**config.mk**
```make
export PLATFORM = sky130hd
export DESIGN_NAME = ratio_clk_divider
export DESIGN_NICKNAME = d
export VERILOG_FILES = /design/src/rtl/rcd_pkg.sv /design/src/rtl/rcd_counter.sv /design/src/rtl/rcd_shaper.sv /design/src/rtl/ratio_clk_divider.sv
export SDC_FILE = /design/constraint.sdc
export NUM_CORES = 1
export LEC_CHECK = 0
export BUFFER_PORTS_ARGS = -buffer_cell sky130_fd_sc_hd__buf_2
export CAP_MARGIN = 25
export CORE_ASPECT_RATIO = 1.4
export CORE_MARGIN = 1.5
export CORE_UTILIZATION = 45
export CTS_CLUSTER_DIAMETER = 40
export DETAILED_ROUTE_END_ITERATION = 10
export SETUP_SLACK_MARGIN = 0.2
export SYNTH_ARGS = -nofsm -noshare
export SYNTH_HDL_FRONTEND = slang
export SYNTH_SLANG_ARGS = --single-unit
```
**constraint.sdc**
```tcl
create_clock -name clk -period 3.5 [get_ports clk]
set_input_delay 0.35 -clock clk [delete_from_list [all_inputs] [get_ports clk]]
set_output_delay 0.35 -clock clk [all_outputs]
set_load 0.1 [all_outputs]
```
**src/rtl/rcd_pkg.sv**
```systemverilog
package rcd_pkg;

    // How the square-wave level is derived for the active ratio
    typedef enum logic {
        SHAPE_CMP = 1'b0,
        SHAPE_TAP = 1'b1
    } shape_mode_e;

endpackage

```
**src/rtl/rcd_counter.sv**
```systemverilog
module rcd_counter #(
    parameter int RATIO_W = 8
) (
    input  logic               clk,
    input  logic               rst,
    input  logic               en,
    input  logic [RATIO_W-1:0] ratio,
    output logic [RATIO_W-1:0] cnt_q,
    output logic [RATIO_W-1:0] act_q,
    output logic [RATIO_W-1:0] cnt_nx,
    output logic [RATIO_W-1:0] act_nx
);
    localparam logic [RATIO_W-1:0] ONE = {{(RATIO_W-1){1'b0}}, 1'b1};

    typedef struct packed {
        logic [RATIO_W-1:0] cnt;
        logic [RATIO_W-1:0] act;
    } cstate_t;

    cstate_t            st_d, st_q;
    logic [RATIO_W-1:0] eff_ratio;
    logic               at_end;

    always_comb begin
        eff_ratio = (ratio == '0) ? ONE : ratio;
        at_end    = (st_q.cnt == st_q.act - ONE);
        st_d      = st_q;
        if (rst) begin
            st_d.cnt = '0;
            st_d.act = eff_ratio;
        end else if (en) begin
            if (at_end) begin
                st_d.cnt = '0;
                st_d.act = eff_ratio;
            end else begin
                st_d.cnt = st_q.cnt + ONE;
            end
        end
    end

    always_ff @(posedge clk) begin
        st_q <= st_d;
    end

    assign cnt_q  = st_q.cnt;
    assign act_q  = st_q.act;
    assign cnt_nx = st_d.cnt;
    assign act_nx = st_d.act;
endmodule

```
**src/rtl/rcd_shaper.sv**
```systemverilog
module rcd_shaper
    import rcd_pkg::*;
#(
    parameter int RATIO_W     = 8,
    parameter bit USE_BIT_TAP = 1'b1
) (
    input  logic               clk,
    input  logic               rst,
    input  logic               en,
    input  logic [RATIO_W-1:0] cnt_nx,
    input  logic [RATIO_W-1:0] act_nx,
    output logic               strobe,
    output logic               sq_out
);
    localparam logic [RATIO_W-1:0] ONE = {{(RATIO_W-1){1'b0}}, 1'b1};

    typedef struct packed {
        logic strobe;
        logic sq;
    } ostate_t;

    ostate_t            os_d, os_q;
    logic [RATIO_W-1:0] half;
    logic               sq_cmp;
    logic               sq_tap;
    shape_mode_e        mode;

    assign half   = act_nx >> 1;
    assign sq_cmp = (cnt_nx >= half);

    generate
        if (USE_BIT_TAP) begin : g_tap
            logic pow2;
            assign pow2   = ((act_nx & (act_nx - ONE)) == '0) && (act_nx > ONE);
            assign mode   = pow2 ? SHAPE_TAP : SHAPE_CMP;
            // Since count < N, the single set bit of N/2 is the tap
            assign sq_tap = |(cnt_nx & half);
        end else begin : g_cmp_only
            assign mode   = SHAPE_CMP;
            assign sq_tap = 1'b0;
        end
    endgenerate

    always_comb begin
        os_d = os_q;
        if (rst) begin
            os_d.strobe = 1'b0;
            os_d.sq     = 1'b0;
        end else if (en) begin
            os_d.strobe = (cnt_nx == act_nx - ONE);
            os_d.sq     = (mode == SHAPE_TAP) ? sq_tap : sq_cmp;
        end
    end

    always_ff @(posedge clk) begin
        os_q <= os_d;
    end

    assign strobe = os_q.strobe;
    assign sq_out = os_q.sq;
endmodule

```
**src/rtl/ratio_clk_divider.sv**
```systemverilog
module ratio_clk_divider #(
    parameter int RATIO_W     = 8,
    parameter bit USE_BIT_TAP = 1'b1
) (
    input  logic               clk,
    input  logic               rst,
    input  logic               en,
    input  logic [RATIO_W-1:0] ratio,
    output logic               strobe,
    output logic               sq_out
);
    logic [RATIO_W-1:0] cnt_q, act_q, cnt_nx, act_nx;

    rcd_counter #(.RATIO_W(RATIO_W)) u_cnt (
        .clk    (clk),
        .rst    (rst),
        .en     (en),
        .ratio  (ratio),
        .cnt_q  (cnt_q),
        .act_q  (act_q),
        .cnt_nx (cnt_nx),
        .act_nx (act_nx)
    );

    rcd_shaper #(.RATIO_W(RATIO_W), .USE_BIT_TAP(USE_BIT_TAP)) u_shp (
        .clk    (clk),
        .rst    (rst),
        .en     (en),
        .cnt_nx (cnt_nx),
        .act_nx (act_nx),
        .strobe (strobe),
        .sq_out (sq_out)
    );
endmodule

```
==> reports/metrics.cfg, run 1 <==
[timing]
hold_viol=0
setup_ws_ns=-0.155
setup_violations=2
worst_clock_skew_ns=0.00187
finalMaxSlewViolations=0
rsz0062_at_grt=true
slew_headroom=0.679
worst_slew_pin_slew_ns=0.484
setup_tns_ns=-0.285
min_period_ns=3.66
fmax_mhz=274
fin_crit_sh=1.04

[drt]
antenna_left=0
drt_iter0_markers=67
vias_per_cell=5.68
drt_pass1_iterations=4
vias=1727
wl_um=5530
drcViolationCount=0
detail_route.wl_per_cell_um=18.2

[yosys]
yosys_warnings=0
syn-cell-area_mm2=0.00174
syn-mean-instance-area_um2=8.78
ys.flop_type=dfxtp_1
yosysSeqAreaShare=0.207
syn_nets=234
synth_cell_types=52
async_reset_ff_frac=0
synth_edf_count=0
synth_cells=198
ys_ff_latch=18

[cts]
clkTransAtPathRegs_ns=0.07
cts_buffer_depth=2
numCtsBuffers=3
cts_sinks=18
cts_max_level=1
cts_tree=done
cts_root_buffer=clkbuf_8
clk_latency_ns=0.26

[setup_path]
critPathKind=reg2reg
cp_slowest_stage_delay_ns=0.53
cp.arrival_ns=3.81
cp.required_ns=3.66
worst_setup_path_start_kind=flop
cp_max_fo=8
cpMostUsedCell=buf_4
critPathCaptureType=flop
worst_path_max_delay_cell=or4_4
path_cells=or4_4, or3_4, xnor2_4, a41oi_4, buf_6, buf_4, mux2i_4, inv_2, buf_4, ha_1, nor4_2, a21oi_1, and4_1, a31o_2

[die]
io_pins=13
core_mm2=0.00368
initial_core_util=0.473
row_count=26
die_h_um=76.5
die_area_mm2=0.00425
die_width_um=55.5

[status]
violations=negative setup slack
outcome=finished, violations left

[run]
maxCapViolCount=0

[layout]
antenna_cells=0
multi_input_area_mm2=0.00148
drive_gt1_frac=0.439
nets=299
n_fill_cell=299
regArea_um2=369
area_growth_pct=42.8

[grt]
grtUsageTotal=0.263
grt-ovfl-total=0
grt_first_pass_wirelength_um=8580
grt_max_degree=11
antenna_found_initial=0
grt_pass1_vias=1800

[place]
place_congestion=0.975
port_buffers=12
hpwlAfterDp_um=4440

[worst_hold_path]
min-delay-path-class=in2reg

[power]
p_total_uw=747
p_leak_uw=0.00110
ir_drop_v=0.000250
p_per_area_mw_per_mm2=301

-- what timing repair did --
item	4_1_cts	5_1_grt
pin swaps	10	6
setup buffers	8	2
resized for setup	22	11
hold buffers	0	0
endpoints found under the setup margin	2	2
gates cloned	0	0
-- cell usage after synthesis (all sizes together), types with 2 or more instances --
master,n,area share
ha,25,0.18
dfxtp,18,0.21
inv,16,0.035
xnor2,14,0.075
nor2,13,0.028
nand2,10,0.022
nand3,9,0.026
mux2i,8,0.046
a21oi,7,0.024
nor4,7,0.025
o21ai,7,0.022
xor2,7,0.035
nor3,5,0.014
a21o,4,0.017
a31oi,4,0.014
or3,4,0.017
and2,3,0.011
a211oi,2,0.012
a31o,2,0.010
and4,2,0.010
buf,2,0.013
clkbuf,2,0.0043
nand2b,2,0.0072
nand4,2,0.0072
o31ai,2,0.014
or4,2,0.011
-- sequential cells by signal, summed over array words and instances (netlist names) --
signal / cells
u_cnt.act_q: 8
u_shp.sq_out: 1
u_shp.strobe: 1
u_cnt.cnt_q: 8
-- routing by layer --
layer  global-route usage  wire length [um]  up-vias  part of all wire
met4                0.154               267        0             0.048
met3               0.0272               184       17             0.033
li1                     -                 -      854                 -
met1                0.286              2220      810              0.40
met2                0.480              2860       46              0.52
met5                    0                 0        -                 0
-- layout make-up --
| class | count | area share |
|---|---|---|
| Clock buffer | 4 | 0.0222 |
| Multi-Input combinational cell | 160 | 0.596 |
| Inverter | 16 | 0.0242 |
| Sequential cell | 18 | 0.149 |
| Tap cell | 42 | 0.0212 |
| Timing Repair Buffer | 64 | 0.188 |
-- layout by cell type (no fill, tap or decap), types with 5 or more instances in the layout --
master / n
ha_1: 19
inv_1: 11
inv_2: 5
nor3_1: 5
nor2_1: 12
buf_2: 12
nand2_1: 10
buf_4: 48
xor2_1: 7
dfxtp_1: 13
xnor2_1: 13
nand3_1: 9
-- through the flow --
step | worst slack, ns | hold WS, ns | cell area [um^2] | std cells | utilization
after detailed placement | -0.247 | 0.499 | 2200 | 290 | 0.600
final | -0.155 | 0.473 | 2480 | 304 | 0.675
after CTS | -0.166 | 0.467 | 2410 | 302 | 0.656
after global routing | -0.277 | 0.477 | 2480 | 304 | 0.675
after global placement | -0.132 | 0.479 | 2200 | 290 | 0.600
after floorplan | -0.00971 | 0.522 | 1810 | 198 | -
-- logic make-up (layout without fill, tap and decap cells) --
| logic type | count (synthesis) | in the layout | synth area share |
|---|---|---|---|
| simple gates | 67 | 67 | 0.216 |
| compound gates | 39 | 39 | 0.189 |
| fa+ha+maj | 25 | 25 | 0.180 |
| xor+xnor | 21 | 21 | 0.110 |
| buf+inv | 20 | 84 | 0.0518 |
| flops | 18 | 18 | 0.207 |
| mux | 8 | 8 | 0.0461 |
-- path summary, 6_finish.rpt --
check                                  from  cells after the start                         to  slack [ns]
setup / recovery     u_cnt.act_q[5]$_DFF_P_                     14  u_shp.sq_out$_SDFFE_PP0P_       -0.16
hold / removal                     ratio[6]                      3     u_cnt.act_q[6]$_DFF_P_        0.47
setup reg to reg     u_cnt.act_q[5]$_DFF_P_                     14  u_shp.sq_out$_SDFFE_PP0P_       -0.16
hold reg to reg   u_shp.strobe$_SDFFE_PP0P_                      2  u_shp.strobe$_SDFFE_PP0P_        0.50
-- worst max-delay path, delay by kind of cell, from the launching register on --
family	cells	cell delay, ns
buf+inv	4	0.55
mux	1	0.23
xor+xnor	1	0.15
simple gates	4	1.40
compound gates	3	0.66
fa+ha+maj	1	0.24
flops	1	0.32
-- power by group --
| part | internal [uW] | switching (uW) | leakage, uW |
|---|---|---|---|
| clock network | 100 | 76.8 | 0.0000288 |
| registers | 220 | 14.4 | 0.000149 |
| logic | 167 | 169 | 0.000927 |
No activity file was read; power rests on OpenSTA's default activity.
==> run 2: changes to the inputs <==
Settings changed: PLACE_DENSITY set to 0.67.
==> run 2 against run 1 <==
Effect of this change: the flow still finishes with violations (negative setup slack); via count fell by 0.29%; utilization fell by 2.2 points; sequential power barely moved; cell count fell by 2.0%; largest cell class unchanged.
==> reports/metrics.cfg, run 2 (synthesis results as in run 1) <==
[cts]
clkTransAtPathRegs_ns=0.08
cts_tree=done
cts_sinks=18
numCtsBuffers=3
cts_max_level=1
clk_latency_ns=0.26
cts_buffer_depth=2
cts_root_buffer=clkbuf_8

[drt]
drt_pass1_iterations=4
vias_per_cell=5.78
wl_met1_um=2070
routed.top_layer=met4
vias=1722
detail_route.wl_per_cell_um=18.0
drt_iter0_markers=37
dr_wl_met2_um=2810
antenna_left=0
dr_wl_met3_um=178
wl_um=5370
drcViolationCount=0

[setup_path]
worst_setup_path_start_kind=flop
path_cells=or4_4, or3_4, xnor2_4, a41oi_4, nor2_1, a21oi_4, ha_4, inv_2, ha_4, or4_4, nor4_4, nand2_1, a31o_2
cp.required_ns=3.66
critPathCaptureType=flop
critPathKind=reg2reg
cp_top_family=simple AND/OR/NAND/NOR gates
worst_path_max_delay_cell=or4_4
cp_max_fo=7
cp.arrival_ns=3.84
worst-path-buf-inv=1
cp_slowest_stage_delay_ns=0.54

[timing]
rsz0062_at_grt=true
setup_violations=2
slew_headroom=0.679
fmax_mhz=272
min_period_ns=3.68
fin_crit_sh=1.05
hold_viol=0
setup_ws_ns=-0.177
finalMaxSlewViolations=0
worst_clock_skew_ns=0.00690
worst_slew_pin_slew_ns=0.484

[worst_hold_path]
min-delay-path-class=in2reg

[layout]
n_fill_cell=308
nets=293
drive_gt1_frac=0.406
layout_common_cells=buf_4 (44), ha_1 (22), xnor2_1 (13), nor2_1 (13), dfxtp_1 (13)
antenna_cells=0
stdcell_count=298
area_growth_pct=38.2
multi_input_area_mm2=0.00146
regArea_um2=369
final_common_cell=buf_4

[die]
row_count=26
core_mm2=0.00368
die_area_mm2=0.00425
io_pins=13
initial_core_util=0.473
die_width_um=55.5
die_h_um=76.5

[grt]
antenna_found_initial=0
grt_max_degree=11
grt_pass1_vias=1785
grt_first_pass_wirelength_um=8400
grtUsageTotal=0.257
grt-ovfl-total=0

[place]
port_buffers=12
hpwlAfterDp_um=4310
dp_slack_ns=-0.163
place_congestion=1.04
dp_cells=289

[power]
p_leak_uw=0.00107
p_per_area_mw_per_mm2=299
ir_drop_v=0.000270

[status]
violations=negative setup slack
outcome=finished, violations left

[run]
maxCapViolCount=0

[run 2: cell types whose count changed in the layout (fill, tap and decap cells not counted), moves of 2 or more]
cell / change
ha_2: -3
a21oi_2: -2
mux2i_4: +2
a21oi_1: +2
ha_1: +3
buf_6: -2
mux2i_1: -2
buf_4: -4
[run 2: worst paths after layout]
check	from	end	slack, ns	cells after the start
setup reg to reg	u_cnt.act_q[5]$_DFF_P_	u_shp.sq_out$_SDFFE_PP0P_	-0.18	13
hold / removal	ratio[5]	u_cnt.act_q[5]$_DFF_P_	0.40	3
hold reg to reg	u_shp.strobe$_SDFFE_PP0P_	u_shp.strobe$_SDFFE_PP0P_	0.50	2
setup / recovery	u_cnt.act_q[5]$_DFF_P_	u_shp.sq_out$_SDFFE_PP0P_	-0.18	13
[run 2: per-layer routing]
metal | vias up | track usage
met3 | 22 | 0.0390
met5 | - | 0
li1 | 835 | -
met4 | 0 | 0.127
met2 | 49 | 0.481
met1 | 816 | 0.272
[run 2: what timing repair did]
| item | CTS | global route |
|---|---|---|
| pin swaps | 2 | 5 |
| gates resized for setup | 4 | 22 |
| hold endpoints to repair | 0 | 0 |
| hold buffers | 0 | 0 |
| setup endpoints to repair | 2 | 2 |
| buffers inserted | 1 | 4 |
[run 2: where the power goes]
| part | leakage (uW) | switching, uW | internal [uW] |
|---|---|---|---|
| Sequential | 0.000149 | 11.5 | 220 |
| Combinational | 0.000893 | 169 | 159 |
| Clock | 0.0000228 | 78.0 | 81.2 |
| Total | 0.00107 | 259 | 460 |
[run 2: worst min-delay path, delay by kind of cell]
family	cells	cell delay (ns)
multiplexers	1	0.07
buffers and inverters	2	0.20
[run 2: area by class of cell]
class	count	area share
flip-flops and latches	18	0.154
repair buffers	58	0.172
well taps	42	0.0219
multi-input cells	160	0.609
clock buffers	4	0.0188
inverters	16	0.0250
[run 2: metrics by stage]
step                      hold slack (ns)   TNS, ns   util  total power (uW)  cell area, um^2
after floorplan                     0.522  -0.00971      -               409             1810
after global placement              0.483    -0.246  0.598               517             2200
after detailed placement            0.486    -0.244  0.598               522             2200
after CTS                           0.424    -0.202  0.616               680             2260
after global routing                0.408    -0.562  0.653               763             2400
final                               0.396    -0.273  0.653               718             2400
==> run 3: changes to the inputs <==
Settings changed: SYNTH_HIERARCHICAL set to 1.
==> run 3 against run 2 <==
Effect of this change: the run still ends with negative setup slack left; sequential share of layout area down 0.33 points; first-iteration DRC count is 110% higher; register-to-register slack improved by 0.17 ns; final area up 0.47%; combinational power grew 25%; flip-flop and latch count unchanged; worst hold slack improved by 0.12 ns; area after synthesis grew 0.94%; via count increased by 7.9%; count of clock-buffer cells in the layout unchanged; largest power group unchanged; highest routed layer unchanged.
==> reports/metrics.cfg, run 3 <==
[timing]
slew_headroom=0.600
setup_violations=1
setup_tns_ns=-0.0117
hold_viol=0
fin_crit_sh=1.00
hold_ws_ns=0.521
rsz0062_at_grt=true
worst_clock_skew_ns=0.00615
fmax_mhz=285
setup_ws_ns=-0.0117
finalMaxSlewViolations=0
worst_slew_pin_slew_ns=0.595
min_period_ns=3.51

[cts]
clk_latency_ns=0.26
cts_tree=done
cts_buffer_depth=2
cts_sinks=18
numCtsBuffers=3
clkTransAtPathRegs_ns=0.07
cts_max_level=1
cts_root_buffer=clkbuf_8
cts_hold_buf=0

[yosys]
synth_cell_types=42
synth_top_cell_by_area=dfxtp_1
yosysSeqAreaShare=0.205
syn_nets=247
synth_area_leaders=dfxtp_1 (21%), ha_1 (18%), xnor2_1 (6.5%)
yosys_warnings=6
syn-cell-area_mm2=0.00175
ys_ff_latch=18
ys.flop_type=dfxtp_1
async_reset_ff_frac=0
yosysMostFrequentCell=ha_1
yosysTopAreaCellShare=0.205
synth_commonest_cells=ha_1 (25), dfxtp_1 (18), inv_1 (18)
synth_cells=211
syn-mean-instance-area_um2=8.31
synth_edf_count=0

[grt]
grt_max_degree=26
globalRouteMet3Util=0.00169
grt_pass1_vias=1849
grt_first_pass_wirelength_um=8480
antenna_found_initial=0
grt-ovfl-total=0
met1_usage=0.271
grt_util_met2=0.485
grtUsageTotal=0.247
grt-busiest-layer=met2

[layout]
antenna_cells=0
final_common_cell=buf_4
layout_common_cells=buf_4 (47), ha_1 (22), dfxtp_1 (16)
n_fill_cell=329
area_growth_pct=37.5
stdcell_count=311
drive_gt1_frac=0.364
nets=306
fin_util=0.656

[die]
core_mm2=0.00368
die_area_mm2=0.00429
die_width_um=55.8
die_h_um=76.9
initial_core_util=0.477
io_pins=13
row_count=26

[drt]
drt_iter0_markers=77
drcViolationCount=0
drt_pass1_iterations=5
detail_route.wl_per_cell_um=16.7
antenna_left=0
wl_um=5180
vias_per_cell=5.97
vias=1858

[setup_path]
path_cells=inv_2, ha_4, or3b_4, or4_4, a211o_4, o41ai_4, a21oi_2, nor4_4, nand2_1, ha_4, nor4_2, nand2_1, a211o_2, o311a_1
critPathCaptureType=flop
worst_path_max_delay_cell=or4_4
worst-path-buf-inv=1
cp.required_ns=3.65
cp_slowest_stage_delay_ns=0.47
cp.arrival_ns=3.66
cp_top_family=simple AND/OR/NAND/NOR gates
critPathKind=reg2reg
cp_max_fo=5
worst_setup_path_start_kind=flop

[worst_hold_path]
min-delay-path-class=reg2reg

[place]
place_congestion=0.883
port_buffers=12
hpwlAfterDp_um=3910
dp_cells=300

[status]
outcome=finished, violations left
violations=negative setup slack

[power]
ir_drop_v=0.000211
p_per_area_mw_per_mm2=343
p_leak_uw=0.00108
p_total_uw=828

[run]
maxCapViolCount=0

run 3: changes by cell type after synthesis, moves of 3 or more:
cell       before  now
o2111ai_1       0    6
a31oi_1         4    1
nor2b_1         1    5
nor3_1          5   14
clkbuf_1        2    6
a22oi_1         0    5
xor2_1          7   10
or3_1           3    0
o211ai_1        1    4
and2_1          3    0
nand4_1         2    5
mux2i_1         8    1
run 3: cell families (layout without fill, tap and decap cells):
family	count (synthesis)	count (layout)	synth area share
adders and majority gates	25	25	0.178
muxes	1	1	0.00571
DFF	18	18	0.205
xor gates and xnor gates	23	23	0.115
AOI/OAI and AO/OA	45	46	0.205
buffers and inverters	24	81	0.0514
and+or+nand+nor	75	75	0.240
run 3: cell type report:
cell class	instances	area [um^2]	share of cell area
well taps	42	52.6	0.0218
repair buffers	59	413	0.171
multi-input cells	170	1460	0.606
flip-flops and latches	18	363	0.150
inverters	18	67.6	0.0280
clock buffers	4	55.1	0.0228
run 3: worst register-to-register path, stage by stage (launching register included):
cell     delay [ns]
dfxtp_2        0.32
inv_2          0.07
ha_4           0.12
or3b_4         0.37
or4_4          0.47
a211o_4        0.40
o41ai_4        0.38
a21oi_2        0.10
nor4_4         0.19
nand2_1        0.14
ha_4           0.18
nor4_2         0.14
nand2_1        0.11
a211o_2        0.31
o311a_1        0.10
run 3: worst paths after layout:
check	cells past startpoint	slack [ns]	endpoint	from
max	14	-0.01	u_shp/sq_out$_SDFFE_PP0P_	u_cnt/act_q[0]$_DFF_P_
min	2	0.52	u_shp/strobe$_SDFFE_PP0P_	u_shp/strobe$_SDFFE_PP0P_
min reg2reg	2	0.52	u_shp/strobe$_SDFFE_PP0P_	u_shp/strobe$_SDFFE_PP0P_
max reg2reg	14	-0.01	u_shp/sq_out$_SDFFE_PP0P_	u_cnt/act_q[0]$_DFF_P_
run 3: power by group:
group | internal, uW | switching, uW | leakage (uW)
clock network | 100 | 70.6 | 0.0000288
logic | 192 | 219 | 0.000903
registers | 224 | 22.2 | 0.000148
run 3: through the flow:
stage	cell area [um^2]	worst slack, ns
5_1_grt	2410	-0.169
4_1_cts	2360	0.0201
2_1_floorplan	1810	0.0575
3_5_place_dp	2200	-0.0742
3_3_place_gp	2200	-0.0973
6_report	2410	-0.0117
run 3: repair_timing:
action,CTS,global route
setup endpoints to repair,2,2
pin swaps,3,5
gates resized for setup,15,7
buffers inserted,5,1
cloned,1,0
run 3: layer usage:
layer / routed length [um] / vias up / share of wire
li1: - / 899 / -
met1: 2050 / 885 / 0.39
met2: 2800 / 57 / 0.54
met3: 154 / 17 / 0.030
met4: 177 / 0 / 0.034
met5: 0 / - / 0
